<file path="src/rtl/irq_ack_pkg.sv">
package irq_ack_pkg;

   typedef enum logic [1:0] {
      ST_IDLE  = 2'd0,
      ST_STACK = 2'd1,
      ST_ACK   = 2'd2,
      ST_DONE  = 2'd3
   } seq_state_e;

   typedef enum logic [1:0] {
      RSP_NONE = 2'd0,
      RSP_DATA = 2'd1,
      RSP_AUTO = 2'd2,
      RSP_SPUR = 2'd3
   } rsp_kind_e;

   localparam logic [2:0] FC_CPU_SPACE = 3'b111;
   localparam logic [2:0] FC_IDLE      = 3'b000;

endpackage

</file>
<file path="src/rtl/irq_ack_busmon.sv">
module irq_ack_busmon #(
   parameter int TIMEOUT = 16
) (
   input  logic clk,
   input  logic rst_n,
   input  logic active_i,
   output logic expire_o
);

   generate
      if (TIMEOUT == 0) begin : g_off
         assign expire_o = 1'b0;
      end else begin : g_on
         localparam int CNT_W = (TIMEOUT < 2) ? 1 : $clog2(TIMEOUT);
         localparam logic [CNT_W-1:0] LAST = CNT_W'(TIMEOUT - 1);
         logic [CNT_W-1:0] cnt_q;

         always_ff @(posedge clk or negedge rst_n) begin
            if (!rst_n) begin
               cnt_q <= '0;
            end else if (!active_i) begin
               cnt_q <= '0;
            end else if (cnt_q != LAST) begin
               cnt_q <= cnt_q + 1'b1;
            end
         end

         assign expire_o = active_i && (cnt_q == LAST);
      end
   endgenerate

endmodule

</file>
<file path="src/rtl/irq_ack_vecres.sv">
module irq_ack_vecres
   import irq_ack_pkg::*;
#(
   parameter int DATA_W   = 8,
   parameter int LVL_W    = 3,
   parameter int SPUR_VEC = 24
) (
   input  logic              berr_i,
   input  logic              avec_i,
   input  logic              dsack_i,
   input  logic [DATA_W-1:0] data_i,
   input  logic [LVL_W-1:0]  lvl_i,
   output rsp_kind_e         kind_o,
   output logic [DATA_W-1:0] vec_o
);

   localparam logic [DATA_W-1:0] SPUR = DATA_W'(SPUR_VEC);

   always_comb begin
      kind_o = RSP_NONE;
      vec_o  = '0;
      if (berr_i) begin
         kind_o = RSP_SPUR;
         vec_o  = SPUR;
      end else if (avec_i) begin
         kind_o = RSP_AUTO;
         vec_o  = SPUR + DATA_W'(lvl_i);
      end else if (dsack_i) begin
         kind_o = RSP_DATA;
         vec_o  = data_i;
      end
   end

endmodule

</file>
<file path="src/rtl/irq_ack_addrgen.sv">
module irq_ack_addrgen
   import irq_ack_pkg::*;
#(
   parameter int ADDR_W = 24,
   parameter int LVL_W  = 3
) (
   input  logic              active_i,
   input  logic [LVL_W-1:0]  lvl_i,
   output logic [2:0]        fc_o,
   output logic [ADDR_W-1:0] addr_o
);

   localparam int ONES_W = ADDR_W - LVL_W - 1;

   always_comb begin
      if (active_i) begin
         fc_o   = FC_CPU_SPACE;
         addr_o = {{ONES_W{1'b1}}, lvl_i, 1'b1};
      end else begin
         fc_o   = FC_IDLE;
         addr_o = '0;
      end
   end

endmodule

</file>
<file path="src/rtl/irq_ack_sequencer.sv">
module irq_ack_sequencer
   import irq_ack_pkg::*;
#(
   parameter int ADDR_W   = 24,
   parameter int DATA_W   = 8,
   parameter int LVL_W    = 3,
   parameter int VADDR_W  = 16,
   parameter int TIMEOUT  = 16,
   parameter int SPUR_VEC = 24
) (
   input  logic               clk,
   input  logic               rst_n,
   input  logic               req_pend_i,
   input  logic [LVL_W-1:0]   req_lvl_i,
   input  logic               boundary_i,
   input  logic               exc_busy_i,
   input  logic               dsack_i,
   input  logic               avec_i,
   input  logic               berr_i,
   input  logic [DATA_W-1:0]  data_i,
   output logic [2:0]         fc_o,
   output logic [ADDR_W-1:0]  addr_o,
   output logic               cycle_act_o,
   output logic               stack_req_o,
   output logic               bank_clr_o,
   output logic               mask_we_o,
   output logic [LVL_W-1:0]   mask_o,
   output logic               done_o,
   output logic [VADDR_W-1:0] vec_addr_o
);

   localparam int MAX_VEC = SPUR_VEC + (1 << LVL_W) - 1;

   generate
      if (ADDR_W < LVL_W + 2) begin : g_bad_addr
         $error("ADDR_W too narrow for the acknowledge pattern");
      end
      if (VADDR_W < DATA_W + 1) begin : g_bad_vaddr
         $error("VADDR_W must hold a shifted vector number");
      end
      if (MAX_VEC >= (1 << DATA_W)) begin : g_bad_vec
         $error("autovector range exceeds DATA_W");
      end
      if (TIMEOUT < 0) begin : g_bad_to
         $error("TIMEOUT must not be negative");
      end
   endgenerate

   seq_state_e        state_q, state_d;
   logic [LVL_W-1:0]  lvl_q;
   logic              first_q;
   logic [VADDR_W-1:0] vaddr_q;
   logic              expire;
   logic              in_ack;
   logic              accept;
   rsp_kind_e         kind;
   logic [DATA_W-1:0] vec_num;

   assign in_ack = (state_q == ST_ACK);
   assign accept = (state_q == ST_IDLE) && boundary_i && req_pend_i && !exc_busy_i;

   irq_ack_busmon #(
      .TIMEOUT (TIMEOUT)
   ) u_busmon (
      .clk      (clk),
      .rst_n    (rst_n),
      .active_i (in_ack),
      .expire_o (expire)
   );

   irq_ack_vecres #(
      .DATA_W   (DATA_W),
      .LVL_W    (LVL_W),
      .SPUR_VEC (SPUR_VEC)
   ) u_vecres (
      .berr_i  (berr_i || expire),
      .avec_i  (avec_i),
      .dsack_i (dsack_i),
      .data_i  (data_i),
      .lvl_i   (lvl_q),
      .kind_o  (kind),
      .vec_o   (vec_num)
   );

   irq_ack_addrgen #(
      .ADDR_W (ADDR_W),
      .LVL_W  (LVL_W)
   ) u_addrgen (
      .active_i (in_ack),
      .lvl_i    (lvl_q),
      .fc_o     (fc_o),
      .addr_o   (addr_o)
   );

   always_comb begin
      state_d = state_q;
      unique case (state_q)
         ST_IDLE:  if (accept) state_d = ST_STACK;
         ST_STACK: state_d = ST_ACK;
         ST_ACK:   if (kind != RSP_NONE) state_d = ST_DONE;
         ST_DONE:  state_d = ST_IDLE;
         default:  state_d = ST_IDLE;
      endcase
   end

   always_ff @(posedge clk or negedge rst_n) begin
      if (!rst_n) begin
         state_q <= ST_IDLE;
         lvl_q   <= '0;
         first_q <= 1'b0;
         vaddr_q <= '0;
      end else begin
         state_q <= state_d;
         first_q <= (state_q == ST_STACK);
         if (accept) begin
            lvl_q <= req_lvl_i;
         end
         if (in_ack && (kind != RSP_NONE)) begin
            vaddr_q <= VADDR_W'({vec_num, 1'b0});
         end
      end
   end

   assign cycle_act_o = in_ack;
   assign stack_req_o = (state_q == ST_STACK);
   assign bank_clr_o  = (state_q == ST_STACK);
   assign mask_we_o   = in_ack && first_q;
   assign mask_o      = addr_o[LVL_W:1];
   assign done_o      = (state_q == ST_DONE);
   assign vec_addr_o  = vaddr_q;

endmodule

</file>
<file path="config.mk">
export PLATFORM = sky130hd
export DESIGN_NAME = irq_ack_sequencer
export DESIGN_NICKNAME = d
export VERILOG_FILES = /design/src/rtl/irq_ack_pkg.sv /design/src/rtl/irq_ack_busmon.sv /design/src/rtl/irq_ack_vecres.sv /design/src/rtl/irq_ack_addrgen.sv /design/src/rtl/irq_ack_sequencer.sv
export SDC_FILE = /design/constraint.sdc
export NUM_CORES = 1
export LEC_CHECK = 0
export BUFFER_PORTS_ARGS = -buffer_cell sky130_fd_sc_hd__buf_2
export CAP_MARGIN = 5
export CORE_ASPECT_RATIO = 1.4
export CORE_MARGIN = 8
export CORE_UTILIZATION = 46
export CTS_CLUSTER_SIZE = 24
export DETAILED_ROUTE_END_ITERATION = 8
export PLACE_DENSITY = 0.84
export SYNTH_ARGS = -nofsm -noshare
export SYNTH_HDL_FRONTEND = slang
export SYNTH_SLANG_ARGS = --single-unit
</file>
<file path="constraint.sdc">
create_clock -name clk -period 3.7 [get_ports clk]
set_input_delay 0.555 -clock clk [delete_from_list [all_inputs] [get_ports clk]]
set_output_delay 0.555 -clock clk [all_outputs]
set_load 0.005 [all_outputs]
</file>
==> flow_summary.ini, run 1 <==
[logic_synthesis]
synthArstFlopShare_pct = 100
synth_cells = 112
ys_types = 30
avgSynthCellArea_um2 = 10.4
netlist_area_um2 = 1170
yosysTopAreaCell = dfrtp_1
synth_ff_type = dfrtp_1
synth-warning-count = 0
ys_ff_latch = 18
synthTopCellsByArea = dfrtp_1 39%, buf_4 23%, ha_1 6.4%
yosysTopAreaCellShare_pct = 38.6
seq_area_frac_synth_pct = 38.6
synth_edf_count = 0

[finish]
drive_above_1_share_pct = 47.6
fin_nets = 172
layout_common_cells = 61 x buf_2, 18 x dfrtp_1, 8 x a22o_1, 8 x conb_1, 6 x ha_1
mostFrequentLayoutCell = buf_2
n_antenna_cell = 0
area_growth_pct = 9.54
final_cells = 179

[setup_path]
r2r-end = vec_addr_o[1]$_DFFE_PN0P_
start_kind = flip-flop
slowest_delay_ns = 0.80
rr_worst_depth = 4
crit_path_end = mask_o[0]
startpoint = state_q[0]$_DFFE_PN0P_
worst_setup_path_end_kind = output pin
r2r-start = state_q[0]$_DFFE_PN0P_
path_cells = inv_1 > ha_1 > and2_1 > buf_2
cp.arrival_ns = 2.01
cpMaxStageDelayCell = ha_1
path_class = flip-flop to output pin
reg2reg_slack_ns = 1.61
worstPathRequired_ns = 3.14
path_max_fanout = 39

[route]
drtAntennaViolNets = 0
dr.pass1.iters = 4
routed-via-count = 883
drc = 0
totalWireLength_um = 2660
wl_per_cell_um = 14.9
viasPerCell = 4.93
drt_iter0_drc = 43

[global_routing]
grt_pass1_wl_um = 3910
grtUsageTotal_pct = 11.3
grt_antenna_before_repair = 0
grt_pass1_vias = 924
grt_overflow = 0
grt_start_max_net_pins = 40

[clock_tree]
cts_tree = done
cts-htree-levels = 1
clk_latency_ns = 0.28
cts_buffer_depth = 2
cts-resized-gates = 0
clkTransAtPathRegs_ns = 0.09
root_buffer = clkbuf_4
cts-buffers-inserted = 3
clock_sinks = 18
hold_buffers = 0
cts_setup_buffers = 0

[floorplanning]
initial_core_util_pct = 48.8
core_um2 = 2390
rows = 21
ios = 70
die-area_um2 = 4430
die_h_um = 75.6
die_width_um = 58.6

[timing]
relSlewSlack_pct = 37.2
clock_skew_ns = 0.00112
setup_viol = 0
tns_ns = 0
worst_slew_pin_slew_ns = 0.942
max_freq_mhz = 389
timing.final.crit_share_pct = 69.4
hold_viol = 0
slew_viol_final = 0
rsz0062_at_grt = no
period_needed_ns = 2.57

[placed_design]
dp.cells = 176
gp_routability_congestion = 0.731
numPortBuffers = 61

[power]
power.density_nw_per_um2 = 722
ir_drop_uv = 491
p_leak_uw = 0.000757

[run_status]
run_status = finished clean

[worst_hold_path]
hold_path_class = primary input to asynchronous set/reset pin

[job]
maxCapViolCount = 0
==> synth_stat cells, types with 2 or more instances <==
cell type / instances
inv_1: 5
buf_4: 36
a21oi_1: 2
a2bb2oi_1: 2
a31oi_1: 2
a22o_1: 8
and2_1: 5
mux2_2: 3
dfrtp_1: 18
o21ai_0: 2
nand2_1: 2
ha_1: 6
nand3_1: 3
nor2b_1: 2
==> cell type report <==
class,instances,area (um2)
Multi-Input combinational cell,58,439
Sequential cell,18,450
Clock buffer,3,22.5
Timing Repair Buffer,61,305
Inverter,5,18.8
Tap cell,34,42.5
Fill cell,227,1110
==> stage by stage <==
| step | cell area (um2) | hold slack [ns] | total power (uW) | utilization [%] | setup slack (ns) |
|---|---|---|---|---|---|
| 6_report | 1280 | 0.177 | 923 | 53.5 | 1.13 |
| 4_1_cts | 1280 | 0.188 | 942 | 53.5 | 1.10 |
| 3_5_place_dp | 1260 | 0.481 | 844 | 52.5 | 1.42 |
| 2_1_floorplan | 1190 | 0.259 | 791 | - | 1.46 |
| 3_3_place_gp | 1260 | 0.481 | 818 | 52.5 | 1.55 |
| 5_1_grt | 1280 | 0.200 | 1010 | 53.5 | 0.886 |
==> registers in the layout, indices dropped and copies added (netlist names) <==
register / flops
u_busmon.g_on.cnt_q: 4
lvl_q: 3
first_q: 1
vec_addr_o: 8
state_q: 2
==> power breakdown <==
group          leakage (uW)  total [uW]  internal (uW)  switching, uW
clock             0.0000138        93.8           37.8           56.0
sequential         0.000228         316            268           47.8
combinational      0.000516         514            262            251
total              0.000757         923            568            355
==> worst min-delay path by stage <==
stage                                   start                         to  cells after the start  slack (ns)
finish                                  rst_n     state_q[0]$_DFFE_PN0P_                      1        0.18
global placement    vec_addr_o[8]$_DFFE_PN0P_  vec_addr_o[8]$_DFFE_PN0P_                      1        0.48
global route                            rst_n     state_q[0]$_DFFE_PN0P_                      1        0.20
floorplan                               rst_n          first_q$_DFF_PN0_                      0        0.26
detailed placement  vec_addr_o[8]$_DFFE_PN0P_  vec_addr_o[8]$_DFFE_PN0P_                      1        0.48
CTS                                     rst_n     state_q[0]$_DFFE_PN0P_                      1        0.19
==> critical path, delay by kind of cell (launching register included) <==
family	cells	cell delay, ns
flip-flops	1	0.42
AND/OR/NAND/NOR	1	0.26
buffers and inverters	2	0.26
adder cells (fa/ha/maj)	1	0.80
==> kinds of logic after synthesis <==
logic type / after synthesis / synth area share, %
multiplexers: 5 / 5.04
other: 1 / 0.321
AO/OA/AOI/OAI: 21 / 14.1
AND/OR/NAND/NOR: 17 / 8.68
buffers and inverters: 43 / 26.0
flip-flops: 18 / 38.6
adder cells (fa/ha/maj): 6 / 6.43
XOR/XNOR: 1 / 0.750
==> layer usage <==
layer | vias up | global-route usage [%] | share of wire [%]
met5 | - | 0 | 0
met4 | 0 | 5.60 | 1.7
met3 | 6 | 5.07 | 13
met2 | 51 | 21.9 | 50
met1 | 415 | 9.46 | 35
li1 | 411 | - | -
(Power assumes the default switching activity.)
==> inputs of run 2 (changes only) <==
- ABC_AREA: default -> 1
- CORE_UTILIZATION: 46 -> 44
- PLACE_DENSITY: 0.84 -> 0.79
- clock period: 3.7 -> 2.4 ns (I/O delays scaled with it)
==> run 2 against run 1 <==
  * Synthesized area is 10% higher
  * Non-clock buffer count is 2 higher
  * Routed wire length rose by 2.3%
  * Sequential share of layout area is 3.9 points lower
  * Hold slack got worse by 0.15 ns
  * Clock power rose to 2.6 times the previous value
  * Clock skew hardly changed
  * Final area grew 13%
  * Critical path depth grew 2
  * Cell count increased by 29%
  * Largest power group unchanged
  * Highest routed layer unchanged
==> flow_summary.ini, run 2 <==
[route]
wl_met1_um = 1030
viasPerCell = 4.37
totalWireLength_um = 2720
dr.max_layer_used = met4
drt_iter0_drc = 28
routed-via-count = 1009
wl_per_cell_um = 11.8
met3_length_um = 183
dr.pass1.iters = 4
drtAntennaViolNets = 0
drc = 0
wl_met2_um = 1480

[timing]
timing.final.crit_share_pct = 83.3
rsz0062_at_grt = no
slew_viol_final = 0
clock_skew_ns = 0.00112
holdWs_ns = 0.0288
period_needed_ns = 2.00
setup_viol = 0
hold_viol = 0
max_freq_mhz = 500
layout_setup_ws_ns = 0.400
tns_ns = 0

[floorplanning]
ios = 70
die_width_um = 61.7
core_um2 = 2820
die-area_um2 = 4930
initial_core_util_pct = 45.6
rows = 23
die_h_um = 79.9

[clock_tree]
cts_tree = done
clkTransAtPathRegs_ns = 0.07
hold_buffers = 0
clk_latency_ns = 0.25
root_buffer = clkbuf_8
cts-resized-gates = 0
cts-htree-levels = 1
clock_sinks = 18
cts_setup_buffers = 0
cts_buffer_depth = 2
cts-buffers-inserted = 3

[logic_synthesis]
yosysTopAreaCellShare_pct = 35.1
synth-warning-count = 0
seq_area_frac_synth_pct = 35.1
netlist_area_um2 = 1280
synth_edf_count = 0
synthArstFlopShare_pct = 100
avgSynthCellArea_um2 = 8.08
ys_types = 22
yosysTopAreaCell = dfrtp_1
synth_most_common_cell = nand2_1
synthTopCellsByArea = dfrtp_1 35%, buf_4 22%, nand2_1 11%
synth_commonest_cells = 38 x nand2_1, 37 x buf_4, 18 x dfrtp_1
synth_ff_type = dfrtp_1
ys_ff_latch = 18
synth_cells = 159

[global_routing]
grtUsageTotal_pct = 11.4
grt_start_max_net_pins = 28
grt_pass1_vias = 1024
grt_overflow = 0
grt_antenna_before_repair = 0
grt_pass1_wl_um = 4360

[worst_hold_path]
hold_path_class = primary input to asynchronous set/reset pin

[finish]
layout_common_cells = 61 x buf_2, 38 x nand2_1, 18 x dfrtp_1
final_cell_area_um2 = 1440
largest_reg_flops = 8
mostFrequentLayoutCell = buf_2
n_fill_cell = 302
fin_nets = 220
final_cells = 231
drive_above_1_share_pct = 38.7
area_growth_pct = 12.0
n_antenna_cell = 0

[setup_path]
start_kind = flip-flop
worst_setup_path_end_kind = output pin
cp.arrival_ns = 1.64
path_class = flip-flop to output pin
path_max_fanout = 10
worstPathRequired_ns = 2.04

[job]
maxCapViolCount = 0

[placed_design]
place_ws_ns = 0.683
placed_area_um2 = 1380
dp_hpwl_um = 2290
dp.cells = 227
gp_routability_congestion = 0.865
numPortBuffers = 61

[power]
p_leak_uw = 0.000948
power.density_nw_per_um2 = 1080
ir_drop_uv = 576

[run_status]
run_status = finished clean
-- run 2: logic make-up (layout without fill, tap and decap cells) --
family                   count (synthesis)  after routing  share of synthesized area [%]
AND/OR/NAND/NOR                         68             68                           26.4
AO/OA/AOI/OAI                            9              9                           3.89
adder cells (fa/ha/maj)                  6              6                           5.84
buffers and inverters                   56             84                           27.8
XOR/XNOR                                 1              1                          0.682
other                                    1              8                          0.292
flip-flops                              18             18                           35.1
-- run 2: path summary, 6_finish.rpt --
path | startpoint | end | slack, ns | depth (start not counted)
worst max-delay path | state_q[0]$_DFFE_PN0P_ | mask_o[2] | 0.40 | 6
worst min-delay path | rst_n | vec_addr_o[6]$_DFFE_PN0P_ | 0.03 | 1
worst max register to register | state_q[0]$_DFFE_PN0P_ | state_q[0]$_DFFE_PN0P_ | 0.77 | 6
worst min register to register | vec_addr_o[4]$_DFFE_PN0P_ | vec_addr_o[4]$_DFFE_PN0P_ | 0.46 | 2
max in group asynchronous | rst_n | u_busmon.g_on.cnt_q[2]$_DFFE_PN0N_ | 2.09 | 1
min in group clk | req_lvl_i[2] | lvl_q[2]$_DFFE_PN0P_ | 0.35 | 3
-- run 2: worst max-delay path: stages, from the launching register on --
cell,delay (ns)
dfrtp_1,0.41
inv_1,0.12
ha_1,0.39
buf_4,0.24
nand2_1,0.06
inv_1,0.06
buf_2,0.12
-- run 2: where the power goes --
| part | internal (uW) | switching (uW) |
|---|---|---|
| Sequential | 426 | 78.0 |
| Combinational | 370 | 436 |
| Clock | 146 | 95.8 |
-- run 2: per-stage QoR --
step	util [%]	power [uW]
2_1_floorplan	-	1240
3_3_place_gp	49.1	1320
3_5_place_dp	49.1	1340
4_1_cts	51.0	1590
5_1_grt	51.0	1700
6_report	51.0	1550
-- run 2: final cells by class --
type | count | area [um2] | area share (%)
flip-flops and latches | 18 | 450 | 31.3
well taps | 37 | 46.3 | 3.22
clock buffers | 4 | 55.1 | 3.83
inverters | 17 | 63.8 | 4.43
repair buffers | 63 | 320 | 22.3
multi-input cells | 92 | 503 | 35.0
-- run 2: routing by layer --
layer	GRT usage, %	vias up
met4	5.72	0
met3	1.94	4
met2	20.4	36
met5	0	-
li1	-	527
met1	12.0	442
==> inputs of run 3 (changes only) <==
- ABC_AREA: 1 -> 0
- CORE_UTILIZATION: 44 -> 39
- PLACE_DENSITY: 0.79 -> 0.76
- clock period: 2.4 -> 1.8 ns (I/O delays scaled with it)
==> run 3 against run 2 <==
  * Critical path depth is 2 lower
  * Clock-buffer cell count stayed put
  * Hold slack better by 0.21 ns
  * Global-route usage is 1.0 points lower
  * Combinational power is 36% higher
  * First-iteration DRC count is 25% lower
  * Flip-flop and latch count stayed put
  * Core utilization is 3.7 points lower
  * Sequential power is 31% higher
  * Non-clock buffer count stayed put
  * Clock power is 37% higher
  * Critical endpoint is now addr_o[22]
  * Largest power group unchanged
==> flow_summary.ini, run 3 (synthesized netlist as in run 1, its figures left out) <==
[route]
wl_per_cell_um = 15.2
totalWireLength_um = 2800
dr.pass1.iters = 4
drt_iter0_drc = 21
drtAntennaViolNets = 0
viasPerCell = 4.86
routed-via-count = 900
drc = 0

[timing]
rsz0062_at_grt = no
max_freq_mhz = 596
setup_viol = 0
tns_ns = 0
hold_viol = 0
period_needed_ns = 1.68
timing.final.crit_share_pct = 93.2
clock_skew_ns = 0.00297
slew_viol_final = 0

[clock_tree]
cts-htree-levels = 1
clk_latency_ns = 0.25
clkTransAtPathRegs_ns = 0.07
cts_tree = done
cts_buffer_depth = 2
cts-buffers-inserted = 3
clock_sinks = 18
root_buffer = clkbuf_8

[floorplanning]
core_um2 = 2850
rows = 23
initial_core_util_pct = 41.0
die-area_um2 = 5020
die_width_um = 62.2
ios = 70
die_h_um = 80.7

[worst_hold_path]
hp-start = data_i[7]
hold_path_class = primary input to flip-flop

[placed_design]
numPortBuffers = 61
dp_hpwl_um = 2300
placed_area_um2 = 1270
gp_routability_congestion = 0.764

[setup_path]
worst_setup_path_end_kind = output pin
slowest_delay_ns = 0.41
path_class = flip-flop to output pin
crit_family = buffers and inverters
worstPathRequired_ns = 1.53
startpoint = state_q[0]$_DFFE_PN0P_
crit_buf_inv = 3
path_max_fanout = 28
cpMaxStageDelayCell = dfrtp_1
start_kind = flip-flop
r2r-start = u_busmon.g_on.cnt_q[0]$_DFFE_PN0N_
cp.arrival_ns = 1.41
path_cells = inv_1 > ha_4 > buf_6 > buf_2

[finish]
fin_nets = 174
n_fill_cell = 273
area_growth_pct = 15.5
mostFrequentLayoutCell = buf_2
multi_input_area_um2 = 452
drive_above_1_share_pct = 48.6
final_cell_area_um2 = 1350
largest_reg_flops = 8
n_antenna_cell = 0
layout_common_cells = 61 x buf_2, 18 x dfrtp_1, 8 x a22o_1, 8 x conb_1
seq_area_um2 = 450

[global_routing]
grt_pass1_vias = 939
grt_start_max_net_pins = 29
grt_overflow = 0
grtUsageTotal_pct = 10.4
grt_antenna_before_repair = 0
grt_pass1_wl_um = 4200

[job]
maxCapViolCount = 0

[power]
power.density_nw_per_um2 = 1550
p_leak_uw = 0.000783
ir_drop_uv = 643

[run_status]
run_status = finished clean
[run 3: changes by cell type in the layout (fill, tap and decap cells not counted), moves of 3 or more]
cell	delta
a22o_1	+8
and2_1	+5
inv_1	-11
mux2_2	+3
nand2_1	-36
nand2_4	-3
nand3_1	-9
nand4_1	-8
[run 3: per-stage QoR]
stage,hold slack (ns),power [uW],utilization [%],setup slack [ns],cells
finish,0.243,2100,47.3,0.123,185
global route,0.234,2250,47.3,0.0420,185
CTS,0.238,2090,47.0,0.0513,185
detailed placement,0.227,1750,44.6,0.249,180
global placement,0.211,1710,44.6,0.296,180
floorplan,-0.0256,1620,-,0.0522,119
[run 3: layer usage]
layer	vias to the layer above	GRT usage (%)	share of wire (%)
met5	-	0	0
met2	52	19.5	53
met3	6	5.50	12
met4	0	7.03	2.3
li1	412	-	-
met1	430	8.11	32
[run 3: power by group]
group / total (uW) / switching [uW] / internal, uW
clock network: 330 / 136 / 194
logic: 1100 / 529 / 575
registers: 660 / 108 / 552
[run 3: worst paths after layout]
path                                             end  slack (ns)  cells after the start
max                                       addr_o[22]        0.12                      4
min in group asynchronous  vec_addr_o[4]$_DFFE_PN0P_        0.47                      2
max reg2reg                   state_q[1]$_DFFE_PN0P_        0.18                      4
min reg2reg                vec_addr_o[2]$_DFFE_PN0P_        0.51                      1
max in group asynchronous     state_q[0]$_DFFE_PN0P_        1.03                      2
min                        vec_addr_o[8]$_DFFE_PN0P_        0.24                      2
[run 3: final cells by class]
class / instances / area share (%)
inverters: 5 / 1.39
multi-input cells: 58 / 33.5
flip-flops and latches: 18 / 33.4
repair buffers: 63 / 24.2
well taps: 37 / 3.43
clock buffers: 4 / 4.08
[run 3: repair_timing]
action,in CTS,in global routing
hold buffers,1,0
setup endpoints to repair,25,25
buffers inserted,0,0
resized for setup,1,1
hold endpoints to repair,18,0
